===== src/rtl/mdio_rd_pkg.sv =====
package mdio_rd_pkg;

    typedef enum logic [2:0] {
        ST_IDLE,
        ST_PREAMBLE,
        ST_START,
        ST_OPCODE,
        ST_PHYAD,
        ST_REGAD,
        ST_TURN,
        ST_DATA
    } frame_state_e;

    localparam int ADDR_W   = 2;
    localparam int FIELD_W  = 5;
    localparam int CMD_W    = 2 * FIELD_W;
    localparam int RES_W    = 16;
    localparam int STAT_W   = RES_W + 1;
    localparam int HDR_W    = 4 + CMD_W;

    localparam logic [ADDR_W-1:0] A_CMD  = 2'd0;
    localparam logic [ADDR_W-1:0] A_GO   = 2'd1;
    localparam logic [ADDR_W-1:0] A_STAT = 2'd2;

endpackage


===== src/rtl/mdio_clk_div.sv =====
module mdio_clk_div #(
    parameter int HALF_DIV = 2
) (
    input  logic clk,
    input  logic rst_n,
    input  logic en,
    output logic mdc,
    output logic rise_tk,
    output logic fall_tk
);
    localparam int CW = (HALF_DIV > 1) ? $clog2(HALF_DIV) : 1;
    localparam logic [CW-1:0] LAST = CW'(HALF_DIV - 1);

    logic [CW-1:0] div_cnt;
    logic          wrap;

    assign wrap    = en && (div_cnt == LAST);
    assign rise_tk = wrap && !mdc;
    assign fall_tk = wrap && mdc;

    always_ff @(posedge clk or negedge rst_n) begin
        if (!rst_n) begin
            div_cnt <= '0;
            mdc     <= 1'b0;
        end else if (!en) begin
            div_cnt <= '0;
            mdc     <= 1'b0;
        end else if (wrap) begin
            div_cnt <= '0;
            mdc     <= ~mdc;
        end else begin
            div_cnt <= div_cnt + 1'b1;
        end
    end

    assert_mdc_idle_low_R6: assert property (@(posedge clk) disable iff (!rst_n)
        !en |=> !mdc);

    assert_one_edge_R6: assert property (@(posedge clk) disable iff (!rst_n)
        rise_tk |=> mdc);

endmodule


===== src/rtl/mdio_host_regs.sv =====
module mdio_host_regs
    import mdio_rd_pkg::*;
(
    input  logic              clk,
    input  logic              rst_n,
    input  logic              bus_wr,
    input  logic [ADDR_W-1:0] bus_addr,
    input  logic [CMD_W-1:0]  bus_wdata,
    input  logic              busy,
    input  logic [RES_W-1:0]  result,
    output logic              go_req,
    output logic [FIELD_W-1:0] cmd_phy,
    output logic [FIELD_W-1:0] cmd_reg,
    output logic [STAT_W-1:0] bus_rdata
);
    logic [CMD_W-1:0] cmd_q;

    always_ff @(posedge clk or negedge rst_n) begin
        if (!rst_n)
            cmd_q <= '0;
        else if (bus_wr && bus_addr == A_CMD)
            cmd_q <= bus_wdata;
    end

    assign go_req  = bus_wr && (bus_addr == A_GO);
    assign cmd_phy = cmd_q[CMD_W-1:FIELD_W];
    assign cmd_reg = cmd_q[FIELD_W-1:0];

    always_comb begin
        unique case (bus_addr)
            A_CMD:   bus_rdata = STAT_W'(cmd_q);
            A_STAT:  bus_rdata = {busy, result};
            default: bus_rdata = '0;
        endcase
    end

    assert_cmd_alone_R2: assert property (@(posedge clk) disable iff (!rst_n)
        (bus_wr && bus_addr == A_CMD && !busy) |=> !busy);

    assert_go_starts_R3: assert property (@(posedge clk) disable iff (!rst_n)
        (go_req && !busy) |=> busy);

    assert_result_held_R7: assert property (@(posedge clk) disable iff (!rst_n)
        !busy |=> $stable(result));

endmodule


===== src/rtl/mdio_read_fsm.sv =====
module mdio_read_fsm
    import mdio_rd_pkg::*;
#(
    parameter int PRE_LEN = 32
) (
    input  logic               clk,
    input  logic               rst_n,
    input  logic               go_req,
    input  logic [FIELD_W-1:0] phy,
    input  logic [FIELD_W-1:0] regn,
    input  logic               rise_tk,
    input  logic               fall_tk,
    input  logic               mdio_i,
    output logic               busy,
    output logic               mdio_o,
    output logic               mdio_oe,
    output logic [RES_W-1:0]   result
);
    localparam int MAXC  = (PRE_LEN > RES_W) ? PRE_LEN : RES_W;
    localparam int CNT_W = $clog2(MAXC);

    frame_state_e       state, nxt;
    logic [CNT_W-1:0]   cnt;
    logic [CNT_W-1:0]   limit;
    logic               last_bit;
    logic [HDR_W-1:0]   tx_sr;
    logic [RES_W-1:0]   rx_sr;

    // bits per phase, minus one
    always_comb begin
        unique case (state)
            ST_PREAMBLE: limit = CNT_W'(PRE_LEN - 1);
            ST_START:    limit = CNT_W'(1);
            ST_OPCODE:   limit = CNT_W'(1);
            ST_PHYAD:    limit = CNT_W'(FIELD_W - 1);
            ST_REGAD:    limit = CNT_W'(FIELD_W - 1);
            ST_TURN:     limit = CNT_W'(1);
            ST_DATA:     limit = CNT_W'(RES_W - 1);
            default:     limit = '0;
        endcase
    end

    assign last_bit = fall_tk && (cnt == limit);

    // state register
    always_ff @(posedge clk or negedge rst_n) begin
        if (!rst_n)
            state <= ST_IDLE;
        else
            state <= nxt;
    end

    // next state
    always_comb begin
        nxt = state;
        unique case (state)
            ST_IDLE:     if (go_req)   nxt = ST_PREAMBLE;
            ST_PREAMBLE: if (last_bit) nxt = ST_START;
            ST_START:    if (last_bit) nxt = ST_OPCODE;
            ST_OPCODE:   if (last_bit) nxt = ST_PHYAD;
            ST_PHYAD:    if (last_bit) nxt = ST_REGAD;
            ST_REGAD:    if (last_bit) nxt = ST_TURN;
            ST_TURN:     if (last_bit) nxt = ST_DATA;
            ST_DATA:     if (last_bit) nxt = ST_IDLE;
        endcase
    end

    // datapath: bit counter, header shifter, capture shifter, result
    always_ff @(posedge clk or negedge rst_n) begin
        if (!rst_n) begin
            cnt    <= '0;
            tx_sr  <= '0;
            rx_sr  <= '0;
            result <= '0;
        end else begin
            if (state == ST_IDLE)
                cnt <= '0;
            else if (fall_tk)
                cnt <= last_bit ? '0 : cnt + 1'b1;

            if (state == ST_IDLE && go_req)
                tx_sr <= {2'b01, 2'b10, phy, regn};
            else if (fall_tk && (state inside {ST_START, ST_OPCODE, ST_PHYAD, ST_REGAD}))
                tx_sr <= {tx_sr[HDR_W-2:0], 1'b0};

            if (rise_tk && state == ST_DATA)
                rx_sr <= {rx_sr[RES_W-2:0], mdio_i};

            if (state == ST_DATA && last_bit)
                result <= rx_sr;
        end
    end

    // outputs
    always_comb begin
        busy    = (state != ST_IDLE);
        mdio_o  = 1'b0;
        mdio_oe = 1'b0;
        unique case (state)
            ST_IDLE:     begin mdio_o = 1'b0;      mdio_oe = 1'b0; end
            ST_PREAMBLE: begin mdio_o = 1'b1;      mdio_oe = 1'b1; end
            ST_START,
            ST_OPCODE,
            ST_PHYAD,
            ST_REGAD:    begin mdio_o = tx_sr[HDR_W-1]; mdio_oe = 1'b1; end
            ST_TURN,
            ST_DATA:     begin mdio_o = 1'b0;      mdio_oe = 1'b0; end
        endcase
    end

    assert_release_R5: assert property (@(posedge clk) disable iff (!rst_n)
        (state == ST_TURN || state == ST_DATA) |-> !mdio_oe);

    assert_go_ignored_R8: assert property (@(posedge clk) disable iff (!rst_n)
        (busy && go_req && !last_bit) |=> busy);

    assert_drive_on_fall_R6: assert property (@(posedge clk) disable iff (!rst_n)
        (busy && !fall_tk && state != ST_IDLE) |=> $stable(mdio_o));

endmodule


===== src/rtl/mdio_read_ctrl.sv =====
module mdio_read_ctrl
    import mdio_rd_pkg::*;
#(
    parameter int HALF_DIV = 2,
    parameter int PRE_LEN  = 32
) (
    input  logic              clk,
    input  logic              rst_n,
    input  logic              bus_wr,
    input  logic [1:0]        bus_addr,
    input  logic [9:0]        bus_wdata,
    output logic [16:0]       bus_rdata,
    output logic              mdc,
    input  logic              mdio_i,
    output logic              mdio_o,
    output logic              mdio_oe
);
    logic               go_req;
    logic [FIELD_W-1:0] cmd_phy;
    logic [FIELD_W-1:0] cmd_reg;
    logic               busy;
    logic [RES_W-1:0]   result;
    logic               rise_tk;
    logic               fall_tk;

    mdio_host_regs u_regs (
        .clk       (clk),
        .rst_n     (rst_n),
        .bus_wr    (bus_wr),
        .bus_addr  (bus_addr),
        .bus_wdata (bus_wdata),
        .busy      (busy),
        .result    (result),
        .go_req    (go_req),
        .cmd_phy   (cmd_phy),
        .cmd_reg   (cmd_reg),
        .bus_rdata (bus_rdata)
    );

    mdio_clk_div #(.HALF_DIV(HALF_DIV)) u_div (
        .clk     (clk),
        .rst_n   (rst_n),
        .en      (busy),
        .mdc     (mdc),
        .rise_tk (rise_tk),
        .fall_tk (fall_tk)
    );

    mdio_read_fsm #(.PRE_LEN(PRE_LEN)) u_fsm (
        .clk     (clk),
        .rst_n   (rst_n),
        .go_req  (go_req),
        .phy     (cmd_phy),
        .regn    (cmd_reg),
        .rise_tk (rise_tk),
        .fall_tk (fall_tk),
        .mdio_i  (mdio_i),
        .busy    (busy),
        .mdio_o  (mdio_o),
        .mdio_oe (mdio_oe),
        .result  (result)
    );

    assert_idle_released_R1: assert property (@(posedge clk) disable iff (!rst_n)
        !busy |-> (!mdio_oe && !mdc));

endmodule


===== config.mk =====
export PLATFORM = sky130hd
export DESIGN_NAME = mdio_read_ctrl
export DESIGN_NICKNAME = d
export VERILOG_FILES = /design/src/rtl/mdio_rd_pkg.sv /design/src/rtl/mdio_clk_div.sv /design/src/rtl/mdio_host_regs.sv /design/src/rtl/mdio_read_fsm.sv /design/src/rtl/mdio_read_ctrl.sv
export SDC_FILE = /design/constraint.sdc
export NUM_CORES = 1
export LEC_CHECK = 0
export ABC_AREA = 1
export BUFFER_PORTS_ARGS = -buffer_cell sky130_fd_sc_hd__clkbuf_2
export CAP_MARGIN = 5
export CORE_MARGIN = 1
export CORE_UTILIZATION = 40
export CTS_BUF_LIST = sky130_fd_sc_hd__clkbuf_4 sky130_fd_sc_hd__clkbuf_8
export CTS_CLUSTER_SIZE = 24
export DETAILED_ROUTE_END_ITERATION = 7
export SYNTH_ARGS = -nofsm -noshare
export SYNTH_HDL_FRONTEND = slang
export SYNTH_SLANG_ARGS = --single-unit

===== constraint.sdc =====
create_clock -name clk -period 2.1 [get_ports clk]
set_clock_uncertainty 0.05 [all_clocks]
set_input_delay 0.21 -clock clk [delete_from_list [all_inputs] [get_ports clk]]
set_output_delay 0.21 -clock clk [all_outputs]
set_load 0.01 [all_outputs]

==> results of run 1 <==
-- path summary, 6_finish.rpt --
path	start	cells after the start	to	slack [ns]
setup / recovery	u_fsm.state[0]	6	mdio_o	0.14
hold / removal	bus_wdata[2]	3	u_regs.cmd_q[2]	0.07
setup reg to reg	u_fsm.state[0]	10	u_fsm.tx_sr[11]	0.18
hold reg to reg	u_fsm.rx_sr[4]	2	u_fsm.result[4]	0.43
max in group asynchronous	rst_n	3	u_regs.cmd_q[6]	1.33
min in group asynchronous	rst_n	3	u_fsm.cnt[3]	0.37
-- synthesized netlist by cell type (all sizes together) --
library cell / count / area share (%)
xnor2: 1 / 0.28
clkbuf: 5 / 0.59
nand4: 3 / 1.1
nand2: 85 / 11
o211ai: 6 / 1.4
nor3: 1 / 0.16
ha: 5 / 2.0
a21oi: 19 / 3.0
clkinv: 1 / 0.12
xor2: 1 / 0.28
dfrtp: 66 / 52
mux2: 1 / 0.35
buf: 6 / 1.9
o22ai: 13 / 2.6
o21a: 1 / 0.24
nor2: 35 / 5.4
o221ai: 1 / 0.28
nand3b: 1 / 0.24
o21ai: 37 / 7.5
inv: 54 / 6.5
nand3: 17 / 3.1
-- worst max-delay path, cell delays in order (launching register included) --
cell	delay [ns]
dfrtp_1	0.43
inv_1	0.11
ha_2	0.23
nor2_4	0.05
o21a_2	0.23
o21ai_0	0.18
clkbuf_2	0.16
-- per-stage QoR --
step | utilization (%) | instance area [um2] | hold slack (ns) | total power [mW]
floorplan | - | 3180 | -0.136 | 1.40
detailed placement | 45.0 | 3460 | 0.207 | 1.49
global placement | 45.0 | 3460 | 0.209 | 1.49
CTS | 47.3 | 3630 | 0.0606 | 2.40
global route | 47.9 | 3680 | 0.0710 | 2.47
finish | 47.9 | 3680 | 0.0715 | 2.37
-- sequential cells by signal, summed over array words and instances, names as in the netlist --
| signal | flops |
|---|---|
| u_fsm.rx_sr | 16 |
| u_div.div_cnt | 1 |
| u_fsm.state | 3 |
| u_fsm.cnt | 5 |
| u_div.mdc | 1 |
| u_fsm.tx_sr | 14 |
| u_fsm.result | 16 |
| u_regs.cmd_q | 10 |
-- power by group --
group	switching, mW	internal, mW	leakage [nW]
combinational	0.0980	0.0507	0.869
clock	0.447	0.458	0.0865
sequential	0.0103	1.30	0.870
total	0.555	1.81	1.83
-- per-layer routing --
metal	share of wire (%)	up-vias
met5	0	-
met4	1.9	0
met3	2.9	13
met2	45	42
met1	50	1136
li1	-	1230
-- layout make-up --
type / instances / area, um2
Clock buffer: 12 / 146
Multi-Input combinational cell: 227 / 1260
Clock inverter: 3 / 17.5
Inverter: 55 / 209
Timing Repair Buffer: 42 / 273
Sequential cell: 66 / 1650
Tap cell: 102 / 128
Fill cell: 774 / 4000
-- kinds of logic after synthesis --
family                   share of synthesized area, %
multiplexers                                    0.355
AND/OR/NAND/NOR                                  21.0
adder cells (fa/ha/maj)                          1.97
AO/OA/AOI/OAI                                    15.0
flip-flops                                       52.0
buffers and inverters                            9.10
XOR/XNOR                                        0.552
-- timing repair --
| item | 4_1_cts | 5_1_grt |
|---|---|---|
| endpoints found under the hold margin | 66 | 0 |
| hold buffers | 1 | 0 |
| resized for setup | 0 | 9 |
| setup endpoints to repair | 0 | 7 |
==> results.py, run 1 <==
metrics = {
    "cts": {
        "cts.clk_slew.worst_paths_ns": 0.07,
        "numCtsBuffers": 9,
        "cts-htree-levels": 3,
        "cts_setup_buffers": 0,
        "cts_tree": "yes",
        "clock_latency_ns": 0.33,
        "clockRootBuffer": "clkbuf_8",
        "clk_path_buf_depth": 2,
        "cts.sinks": 66,
    },
    "die": {
        "core_mm2": 0.00769,
        "initial_utilization_pct": 41.3,
        "ios": 36,
        "die_w_um": 91.1,
        "die_area_mm2": 0.00830,
        "row_count": 32,
        "die_h_um": 91.1,
    },
    "yosys": {
        "yosysWarningCount": 0,
        "synth.distinct_cells": 32,
        "syn_inst": 359,
        "syn-cell-area_mm2": 0.00318,
        "synth_nets": 380,
        "synth_seq_area_share_pct": 52.0,
        "synth_seq_cells": 66,
        "avgSynthCellArea_um2": 8.85,
    },
    "grt": {
        "grt_use_met2_pct": 25.1,
        "grt.busiest_layer": "met2",
        "antenna_found_initial": 0,
        "met3_usage_pct": 3.02,
        "track_usage_pct": 16.5,
        "grt_max_degree": 67,
        "grt_pass1_wl_mm": 10.8,
        "grt_pass1_vias": 2308,
        "overflow": 0,
        "use_met1_pct": 22.8,
    },
    "outcome": {
        "status": "completed",
    },
    "setup_path": {
        "start_kind": "register",
        "end_kind": "output pin",
        "crit_arrival_ns": 1.70,
        "path_class": "register to output pin",
        "worst_ep_required_time_ns": 1.84,
        "critPathMaxFanout": 4,
    },
    "run": {
        "cap_violations": 0,
    },
    "route": {
        "drt_pass1_iterations": 4,
        "wl_per_cell_um": 12.6,
        "num_vias": 2421,
        "vias_per_cell": 4.78,
        "drcViolationCount": 0,
        "antenna_left": 0,
        "drt_wl_total_mm": 6.37,
        "first_iter_violations": 143,
    },
    "sta": {
        "setup_viol": 0,
        "max_freq_ghz": 0.509,
        "finalCritPeriodShare_pct": 93.5,
        "fin_crit_ns": 1.96,
        "hold_viol_final": 0,
        "slew_headroom_pct": 58.8,
        "slew_viol_final": 0,
        "finalSetupTns_ns": 0,
        "tightest_slew_ns": 0.617,
        "rsz0062_at_grt": "false",
        "layout_setup_ws_ns": 0.136,
    },
    "layout": {
        "syn_to_final_growth_pct": 16.0,
        "drive_gt1_share_pct": 24.0,
        "num-nets-final": 422,
        "final_cell_mix": "77 x nand2_1, 66 x dfrtp_1, 50 x inv_1",
        "layout_commonest_cell": "nand2_1",
        "diodes": 0,
        "fin_cells": 507,
    },
    "place": {
        "dp_slack_ns": 0.157,
        "io_buffer_count": 35,
        "dp_hpwl_mm": 4.30,
        "dp_cells": 490,
        "place.gp.congestion": 0.822,
    },
    "pwr": {
        "p_leak_nw": 1.83,
        "ir_drop_mv": 0.301,
        "pwr_density_cell_mw_per_mm2": 642,
    },
    "hold_path": {
        "hold_class": "input pin to register",
    },
}
Note: power is estimated with default switching activity, not from simulation.
==> inputs of run 2 (changes only) <==
MAX_ROUTING_LAYER = met4   (was not set)
==> run 2 against run 1 <==
Compared with the run above: combinational power about the same; non-clock buffer count unchanged; flip-flop and latch count unchanged; cell count unchanged; sequential power about the same; routed wire length about the same; global-route usage increased by 0.40 points; clock power about the same; fmax about the same; largest power group unchanged; sequential share of layout area unchanged; highest routed layer unchanged; utilization unchanged.
==> results.py, run 2 (synthesis gave the netlist of run 1 again) <==
metrics = {
    "outcome": {
        "status": "completed",
    },
    "setup_path": {
        "worst_ep_required_time_ns": 1.84,
        "critical_path_buf_inv_count": 2,
        "critPathTopFamily": "flip-flops",
        "path_cells": "inv_1 -> ha_2 -> nor2_4 -> o21a_2 -> o21ai_0 -> clkbuf_2",
        "r2r_slack_ns": 0.18,
        "start_kind": "register",
        "worst_path_max_delay_cell": "dfrtp_1",
        "critPathMaxFanout": 4,
        "slowest_delay_ns": 0.43,
        "path_class": "register to output pin",
        "end_kind": "output pin",
        "crit_arrival_ns": 1.70,
    },
    "layout": {
        "drive_gt1_share_pct": 24.0,
        "multi_input_area_mm2": 0.00126,
        "diodes": 0,
        "num-nets-final": 422,
        "layout_commonest_cell": "nand2_1",
        "top_regs": "u_fsm.result (16), u_fsm.rx_sr (16), u_fsm.tx_sr (14)",
        "filler_cell_count": 774,
        "regArea_mm2": 0.00165,
        "final_cell_mix": "77 x nand2_1, 66 x dfrtp_1, 50 x inv_1",
        "fin_cells": 507,
        "syn_to_final_growth_pct": 16.0,
        "design_area_mm2": 0.00368,
    },
    "die": {
        "die_h_um": 91.1,
        "core_mm2": 0.00769,
        "row_count": 32,
        "die_area_mm2": 0.00830,
        "initial_utilization_pct": 41.3,
        "die_w_um": 91.1,
        "ios": 36,
    },
    "sta": {
        "max_freq_ghz": 0.509,
        "fin_crit_ns": 1.96,
        "setup_viol": 0,
        "finalSetupTns_ns": 0,
        "hold_viol_final": 0,
        "slew_viol_final": 0,
        "tightest_slew_ns": 0.618,
        "slew_headroom_pct": 58.7,
        "rsz0062_at_grt": "false",
        "layout_setup_ws_ns": 0.135,
        "finalCritPeriodShare_pct": 93.5,
    },
    "grt": {
        "grt_pass1_vias": 2310,
        "grt_max_degree": 67,
        "antenna_found_initial": 0,
        "track_usage_pct": 16.9,
        "grt_pass1_wl_mm": 10.7,
        "overflow": 0,
    },
    "cts": {
        "numCtsBuffers": 9,
        "clockRootBuffer": "clkbuf_8",
        "cts.sinks": 66,
        "cts_tree": "yes",
        "cts_setup_buffers": 0,
        "clk_path_buf_depth": 2,
        "cts.clk_slew.worst_paths_ns": 0.07,
        "cts-htree-levels": 3,
        "clock_latency_ns": 0.33,
    },
    "place": {
        "dp_hpwl_mm": 4.30,
        "dp_slack_ns": 0.157,
        "placed_area_mm2": 0.00346,
        "io_buffer_count": 35,
        "dp_cells": 490,
        "place.gp.congestion": 0.834,
    },
    "pwr": {
        "power.total_mw": 2.36,
        "p_leak_nw": 1.83,
        "ir_drop_mv": 0.300,
        "pwr_density_cell_mw_per_mm2": 641,
    },
    "run": {
        "cap_violations": 0,
    },
    "route": {
        "num_vias": 2410,
        "wl_per_cell_um": 12.6,
        "vias_per_cell": 4.75,
        "drt_pass1_iterations": 4,
        "antenna_left": 0,
        "first_iter_violations": 159,
        "drt_wl_total_mm": 6.38,
        "drcViolationCount": 0,
    },
    "hold_path": {
        "hold_class": "input pin to register",
    },
}
## run 2: cell counts in the layout (fill, tap and decap cells not counted)
No cell type changed its count.
## run 2: worst register-to-register path, cell delays in order, from the launching register on
cell and delay [ns]:
dfrtp_1 0.43, inv_1 0.11, ha_2 0.24, nand2_4 0.08, inv_2 0.16, nand2_4 0.12, inv_2 0.23, nor2_4 0.08
buf_4 0.18, nand2_1 0.07, o211ai_1 0.07
## run 2: layout make-up
cell class / count / area share (%)
Timing Repair Buffer: 42 / 7.40
Clock inverter: 3 / 0.475
Tap cell: 102 / 3.46
Multi-Input combinational cell: 227 / 34.2
Clock buffer: 12 / 3.97
Inverter: 55 / 5.67
Sequential cell: 66 / 44.8
## run 2: repair_timing
item                       CTS  global route
hold endpoints to repair    66             0
setup endpoints to repair    0             7
hold buffers                 1             0
gates resized for setup      0             9
## run 2: metal layers
metal  global-route usage [%]  vias up  share of wire, %
met3                     3.02       12               3.4
met5                        -        -                 0
li1                         -     1232                 -
met2                     25.3       41                44
met1                     22.5     1125                50
met4                     7.67        0               2.0
## run 2: where the power goes
part | internal, mW | switching [mW]
Clock | 0.458 | 0.444
Sequential | 1.30 | 0.0103
Combinational | 0.0507 | 0.0981
## run 2: stage by stage
step           hold slack, ns  utilization [%]
6_report               0.0723             47.9
3_5_place_dp            0.207             45.0
3_3_place_gp            0.209             45.0
2_1_floorplan          -0.136                -
5_1_grt                0.0710             47.9
4_1_cts                0.0606             47.3
## run 2: path summary, 6_finish.rpt
kind,start,depth (start not counted),endpoint
max,u_fsm.state[0],6,mdio_o
min,bus_wdata[2],3,u_regs.cmd_q[2]
max reg2reg,u_fsm.state[0],10,u_fsm.tx_sr[11]
min reg2reg,u_fsm.rx_sr[4],2,u_fsm.result[4]
max in group asynchronous,rst_n,3,u_regs.cmd_q[6]
min in group asynchronous,rst_n,3,u_fsm.cnt[3]
